$ cat src/rtl/dfe_pkg.sv
package dfe_pkg;
  typedef enum logic [1:0] {
    SGN_ZERO = 2'd0,
    SGN_POS  = 2'd1,
    SGN_NEG  = 2'd2
  } err_sgn_t;
endpackage

$ cat src/rtl/dfe_hist.sv
module dfe_hist #(
  parameter int NTAPS = 5
) (
  input  logic             clk,
  input  logic             rst,
  input  logic             shift_en,
  input  logic             din,
  output logic [NTAPS-1:0] hist
);
  // hist[0] holds the newest decision, hist[k] the one k+1 samples back
  always_ff @(posedge clk) begin
    if (rst) begin
      hist <= '0;
    end else if (shift_en) begin
      hist <= {hist[NTAPS-2:0], din};
    end
  end
endmodule

$ cat src/rtl/dfe_fb_sum.sv
module dfe_fb_sum #(
  parameter int NTAPS = 5,
  parameter int DW    = 12,
  parameter int GUARD = 3,
  localparam int EW   = DW + GUARD
) (
  input  logic [NTAPS*DW-1:0] taps,
  input  logic [NTAPS-1:0]    hist,
  output logic signed [EW-1:0] fb
);
  logic signed [EW-1:0] term [NTAPS];

  for (genvar k = 0; k < NTAPS; k++) begin : g_term
    logic signed [DW-1:0] t;
    logic signed [EW-1:0] t_ext;
    assign t     = taps[k*DW +: DW];
    assign t_ext = {{GUARD{t[DW-1]}}, t};
    assign term[k] = hist[k] ? t_ext : -t_ext;
  end

  always_comb begin
    fb = '0;
    for (int k = 0; k < NTAPS; k++) begin
      fb = fb + term[k];
    end
  end
endmodule

$ cat src/rtl/dfe_tap_adapt.sv
module dfe_tap_adapt
  import dfe_pkg::*;
#(
  parameter int NTAPS = 5,
  parameter int DW    = 12,
  localparam int PW   = (NTAPS > 1) ? $clog2(NTAPS) : 1,
  localparam int XW   = DW + 2
) (
  input  logic                clk,
  input  logic                rst,
  input  logic                upd_en,
  input  err_sgn_t            esg,
  input  logic [NTAPS-1:0]    hist,
  input  logic [DW-2:0]       step,
  input  logic [DW-2:0]       lim,
  output logic [NTAPS*DW-1:0] taps
);
  logic [PW-1:0] ptr;
  logic signed [XW-1:0] lim_p, lim_n, dlt;

  assign lim_p = {3'b000, lim};
  assign lim_n = -lim_p;
  assign dlt   = {3'b000, step};

  always_ff @(posedge clk) begin
    if (rst) begin
      ptr <= '0;
    end else if (upd_en) begin
      ptr <= (ptr == PW'(NTAPS - 1)) ? '0 : ptr + 1'b1;
    end
  end

  for (genvar k = 0; k < NTAPS; k++) begin : g_tap
    logic signed [DW-1:0] h;
    logic signed [XW-1:0] cur, nxt, sat;
    logic                 up;

    // push up when sign(error) and the past decision agree
    assign up  = (esg == SGN_POS) == hist[k];
    assign cur = {{2{h[DW-1]}}, h};

    always_comb begin
      nxt = up ? cur + dlt : cur - dlt;
      if (nxt > lim_p)      sat = lim_p;
      else if (nxt < lim_n) sat = lim_n;
      else                  sat = nxt;
    end

    always_ff @(posedge clk) begin
      if (rst) begin
        h <= '0;
      end else if (upd_en && (ptr == PW'(k)) && (esg != SGN_ZERO)) begin
        h <= DW'(sat);
      end
    end

    assign taps[k*DW +: DW] = h;
  end
endmodule

$ cat src/rtl/dfe_adapt.sv
module dfe_adapt
  import dfe_pkg::*;
#(
  parameter int NTAPS = 5,
  parameter int DW    = 12,
  parameter int GUARD = 3
) (
  input  logic                      clk,
  input  logic                      rst,
  input  logic                      smp_vld,
  input  logic signed [DW-1:0]      smp_in,
  input  logic signed [DW-1:0]      slice_thr,
  input  logic [DW-2:0]             amp_ref,
  input  logic                      adapt_en,
  input  logic [DW-2:0]             step,
  input  logic [DW-2:0]             tap_lim,
  output logic                      dec_out,
  output logic                      out_vld,
  output logic                      err_neg,
  output logic signed [DW+GUARD-1:0] eq_out,
  output logic [NTAPS*DW-1:0]       taps_out
);
  localparam int EW = DW + GUARD;

  logic [NTAPS-1:0]     hist;
  logic [NTAPS*DW-1:0]  taps;
  logic signed [EW-1:0] fb, eq_c, smp_w, thr_w, mag_c, amp_w;
  logic                 dec_c;
  err_sgn_t             esg;

  dfe_fb_sum #(.NTAPS(NTAPS), .DW(DW), .GUARD(GUARD)) u_sum (
    .taps (taps),
    .hist (hist),
    .fb   (fb)
  );

  assign smp_w = {{GUARD{smp_in[DW-1]}}, smp_in};
  assign thr_w = {{GUARD{slice_thr[DW-1]}}, slice_thr};
  assign amp_w = {{(GUARD+1){1'b0}}, amp_ref};
  assign eq_c  = smp_w - fb;
  assign dec_c = eq_c > thr_w;
  assign mag_c = eq_c[EW-1] ? -eq_c : eq_c;

  always_comb begin
    if (mag_c > amp_w)      esg = SGN_POS;
    else if (mag_c < amp_w) esg = SGN_NEG;
    else                    esg = SGN_ZERO;
  end

  dfe_hist #(.NTAPS(NTAPS)) u_hist (
    .clk      (clk),
    .rst      (rst),
    .shift_en (smp_vld),
    .din      (dec_c),
    .hist     (hist)
  );

  dfe_tap_adapt #(.NTAPS(NTAPS), .DW(DW)) u_adapt (
    .clk    (clk),
    .rst    (rst),
    .upd_en (smp_vld && adapt_en),
    .esg    (esg),
    .hist   (hist),
    .step   (step),
    .lim    (tap_lim),
    .taps   (taps)
  );

  always_ff @(posedge clk) begin
    if (rst) begin
      out_vld <= 1'b0;
      dec_out <= 1'b0;
      err_neg <= 1'b0;
      eq_out  <= '0;
    end else begin
      out_vld <= smp_vld;
      if (smp_vld) begin
        dec_out <= dec_c;
        err_neg <= (esg == SGN_NEG);
        eq_out  <= eq_c;
      end
    end
  end

  assign taps_out = taps;
endmodule

$ cat config.mk
export PLATFORM = sky130hd
export DESIGN_NAME = dfe_adapt
export DESIGN_NICKNAME = d
export VERILOG_FILES = /design/src/rtl/dfe_pkg.sv /design/src/rtl/dfe_hist.sv /design/src/rtl/dfe_fb_sum.sv /design/src/rtl/dfe_tap_adapt.sv /design/src/rtl/dfe_adapt.sv
export SDC_FILE = /design/constraint.sdc
export NUM_CORES = 1
export LEC_CHECK = 0
export BUFFER_PORTS_ARGS = -buffer_cell sky130_fd_sc_hd__buf_2
export CORE_MARGIN = 2
export CORE_UTILIZATION = 60
export DETAILED_ROUTE_END_ITERATION = 8
export PLACE_DENSITY = 0.8
export REMOVE_ABC_BUFFERS = 1
export SLEW_MARGIN = 30
export SYNTH_ARGS = -nofsm -noshare
export SYNTH_HDL_FRONTEND = slang
export SYNTH_SLANG_ARGS = --single-unit
$ cat constraint.sdc
create_clock -name clk -period 15.51 [get_ports clk]
set_input_delay 1.551 -clock clk [delete_from_list [all_inputs] [get_ports clk]]
set_output_delay 1.551 -clock clk [all_outputs]
set_load 0.02 [all_outputs]
==> out/qor.json <==
{
  "drive_above_1_share": {"value": 10.5, "unit": "%"},
  "clockBufferDepth": {"value": 2},
  "ys_dominant_reg_cell": {"value": "sky130_fd_sc_hd__dfxtp_1"},
  "tritoncts_buffers": {"value": 9},
  "cts_repair_resize_count": {"value": 0},
  "dr_total_vias": {"value": 15432},
  "detail_route.drc_violations": {"value": 0},
  "ys_async_sr_fraction": {"value": 0, "unit": "%"},
  "max_cap_viol_count": {"value": 0},
  "overflow": {"value": 0},
  "compound_gate_portion_of_the_synthesized_area": {"value": 20.6, "unit": "%"},
  "netlist_area": {"value": 15100, "unit": "sq um"},
  "synth.yosys.warnings": {"value": 0},
  "floorplan.die.height": {"value": 163, "unit": "um"},
  "detail-route-antenna-nets": {"value": 0},
  "clock_period_minus_final_worst_setup_slack": {"value": 13.69, "unit": "ns"},
  "nNetsFinal": {"value": 2356},
  "finalSetupTns": {"value": 0, "unit": "ns"},
  "timing.slew.headroom": {"value": 23.2, "unit": "%"},
  "gp_congestion": {"value": 1.06},
  "fp.dieArea": {"value": 26500, "unit": "sq um"},
  "grt_first_pass_wirelength": {"value": 81800, "unit": "um"},
  "ff2ff_path_depth": {"value": 49},
  "core": {"value": 25000, "unit": "sq um"},
  "seq_area_frac_synth": {"value": 11.3, "unit": "%"},
  "critical_path.endpoint_type": {"value": "register"},
  "crit_fanout": {"value": 20},
  "timing.rr.start": {"value": "u_adapt.g_tap[3].h[3]$_SDFFE_PP0P_"},
  "routedWlPerCell": {"value": 23.2, "unit": "um"},
  "drt_iter0_drc": {"value": 1605},
  "finalHoldViolCount": {"value": 0},
  "syn-instance-count": {"value": 1908},
  "mostFrequentLayoutCells": {"value": "243 x sky130_fd_sc_hd__ha_1, 185 x sky130_fd_sc_hd__inv_1, 141 x sky130_fd_sc_hd__nor2_1"},
  "holdWs": {"value": 0.497, "unit": "ns"},
  "synth_mux_area_share": {"value": 5.01, "unit": "%"},
  "final_max_slew_viol_count": {"value": 0},
  "via_count_of_the_first_global_routing_pass": {"value": 15157},
  "hpwl": {"value": 42800, "unit": "um"},
  "post-place-ws": {"value": 2.26, "unit": "ns"},
  "top_ports": {"value": 139},
  "hold_path_class": {"value": "register to register"},
  "postLayoutCellArea": {"value": 16300, "unit": "sq um"},
  "vias_per_cell": {"value": 6.63},
  "finalWorstSetupSlack": {"value": 1.82, "unit": "ns"},
  "setup_violations": {"value": 0},
  "post_synth_and_or_nand_nor_area_fraction": {"value": 17.8, "unit": "%"},
  "grt_setup_unrepaired": {"value": "false"},
  "number_of_enable_type_register_cells_in_the_synthesized_netlist": {"value": 0},
  "postRouteWirelength": {"value": 53900, "unit": "um"},
  "start_util": {"value": 60.6, "unit": "%"},
  "clk_root_buffer_cell": {"value": "sky130_fd_sc_hd__clkbuf_16"},
  "r2r_path_end": {"value": "u_adapt.g_tap[2].h[3]$_SDFFE_PP0P_"},
  "synth_top_family_by_area": {"value": "adder cells"},
  "post-cts-setup-buffer-count": {"value": 0},
  "crit_required": {"value": 15.73, "unit": "ns"},
  "area_growth": {"value": 7.90, "unit": "%"},
  "antennaDiodeCount": {"value": 0},
  "placed_cell_area": {"value": 16000, "unit": "sq um"},
  "hold_path_end": {"value": "eq_out[9]$_SDFFE_PP0P_"},
  "post_synth_xor_area_fraction": {"value": 10.3, "unit": "%"},
  "layout_commonest_cell": {"value": "sky130_fd_sc_hd__ha_1"},
  "min_period_over_period": {"value": 88.3, "unit": "%"},
  "cts_htree_levels": {"value": 3},
  "worstPathArrival": {"value": 13.91, "unit": "ns"},
  "clock_latency": {"value": 0.37, "unit": "ns"},
  "crit_path_top_delay_cell": {"value": "sky130_fd_sc_hd__nor4_1"},
  "worst_slew_pin_slew": {"value": 1.14, "unit": "ns"},
  "synth_area_per_cell": {"value": 7.93, "unit": "sq um"},
  "cts_num_sinks": {"value": 85},
  "buffer_ports.inserted": {"value": 138},
  "row_count": {"value": 58},
  "worst-setup-path-type": {"value": "register to register"},
  "timing.hold.worst_path_depth": {"value": 2},
  "synth_fa_ha_area_share": {"value": 28.0, "unit": "%"},
  "die-width": {"value": 163, "unit": "um"},
  "yosys.cell_types.count": {"value": 86},
  "detail_route.first_pass.iterations": {"value": 6},
  "max_freq": {"value": 73.0, "unit": "MHz"},
  "holdBufCountCts": {"value": 0},
  "fin_worst_skew": {"value": 0.0116, "unit": "ns"},
  "max_stage_delay": {"value": 0.88, "unit": "ns"},
  "critical_path.top_delay_family": {"value": "compound AO/OA/AOI/OAI gates"},
  "outcome": {"value": "finished, final reports clean"},
  "rrSetupSlack": {"value": 1.82, "unit": "ns"},
  "clk_transition_reported_paths": {"value": 0.07, "unit": "ns"},
  "grt_start_max_net_pins": {"value": 61},
  "synth-seq-cells": {"value": 85},
  "critPathMostFrequentCell": {"value": "sky130_fd_sc_hd__a21oi_1"},
  "critical_path.startpoint_type": {"value": "register"},
  "critical_path.n_buffers_inverters": {"value": 4},
  "cts_tree": {"value": "yes"},
  "antenna_violations_before_repair": {"value": 0},
  "hp-start": {"value": "eq_out[9]$_SDFFE_PP0P_"},
  "globalRouteTotalUtil": {"value": 40.2, "unit": "%"}
}
[Yosys cell counts, drive strengths merged (22+ instances only)]
| master | instances | area, sq um |
|---|---|---|
| a211oi | 28 | 210 |
| a21o | 58 | 435 |
| a21oi | 110 | 554 |
| and2 | 22 | 138 |
| buf | 22 | 123 |
| clkbuf | 56 | 210 |
| dfxtp | 85 | 1700 |
| fa | 59 | 1180 |
| ha | 243 | 3040 |
| inv | 191 | 717 |
| mux2i | 60 | 601 |
| nand2 | 125 | 469 |
| nand3 | 28 | 153 |
| nand4 | 32 | 200 |
| nor2 | 141 | 529 |
| nor2b | 37 | 231 |
| nor3 | 62 | 315 |
| o21a | 46 | 345 |
| o21ai | 82 | 410 |
| xnor2 | 126 | 1100 |
| xor2 | 44 | 385 |
[cells by family (layout without fill, tap and decap cells)]
logic type | Yosys count | after routing
flip-flops | 85 | 85
buffers and inverters | 270 | 360
XOR/XNOR | 173 | 173
AND/OR/NAND/NOR | 542 | 542
multiplexers | 74 | 74
adder cells (fa/ha/maj) | 303 | 303
AO/OA/AOI/OAI | 461 | 461
[worst min-delay path, stage by stage (launching register included)]
cell	delay, ns
sky130_fd_sc_hd__dfxtp_1	0.32
sky130_fd_sc_hd__nor2_1	0.08
sky130_fd_sc_hd__a211oi_1	0.05
[sequential cells by signal (all words and copies together), names as in the netlist]
signal / count
u_adapt.g_tap.h: 60
u_hist.hist: 5
eq_out: 15
u_adapt.ptr: 3
err_neg: 1
out_vld: 1
[how the worst max path moves through the flow]
stage,from,end,slack [ns],cells past startpoint
2_1_floorplan,smp_in[6],u_adapt.g_tap[0].h[5]$_SDFFE_PP0P_,3.12,45
3_3_place_gp,u_adapt.g_tap[3].h[2]$_SDFFE_PP0P_,u_adapt.g_tap[2].h[3]$_SDFFE_PP0P_,2.54,49
3_5_place_dp,u_adapt.g_tap[3].h[2]$_SDFFE_PP0P_,u_adapt.g_tap[2].h[3]$_SDFFE_PP0P_,2.26,49
4_1_cts,u_adapt.g_tap[3].h[2]$_SDFFE_PP0P_,u_adapt.g_tap[2].h[3]$_SDFFE_PP0P_,2.21,49
5_1_grt,u_adapt.g_tap[1].h[2]$_SDFFE_PP0P_,u_adapt.g_tap[2].h[3]$_SDFFE_PP0P_,1.20,51
6_report,u_adapt.g_tap[3].h[3]$_SDFFE_PP0P_,u_adapt.g_tap[2].h[3]$_SDFFE_PP0P_,1.82,49
[cell type report]
| type | instances | area, sq um |
|---|---|---|
| Clock inverter | 7 | 90.1 |
| Fill cell | 2175 | 8650 |
| Timing Repair Buffer | 152 | 796 |
| Tap cell | 330 | 413 |
| Inverter | 192 | 721 |
| Multi-Input combinational cell | 1553 | 12400 |
| Clock buffer | 9 | 225 |
| Sequential cell | 85 | 1700 |
[metal layers]
layer  up-vias  track usage (%)  part of all wire, %
met4         0             27.4                  7.5
li1       6943                -                    -
met1      7196             46.6                   36
met2       982             66.2                   45
met5         -                0                    0
met3       311             9.19                   11
[through the flow]
| stage | cells | utilization, % |
|---|---|---|
| after global routing | 2328 | 65.4 |
| after detailed placement | 2312 | 64.1 |
| after CTS | 2328 | 65.4 |
| after global placement | 2312 | 64.1 |
| after floorplan | 1830 | - |
| final | 2328 | 65.4 |
Power is left out: the tool's default activity adds up to more than one toggle a clock period on the data nets, which glitch-free logic cannot reach.
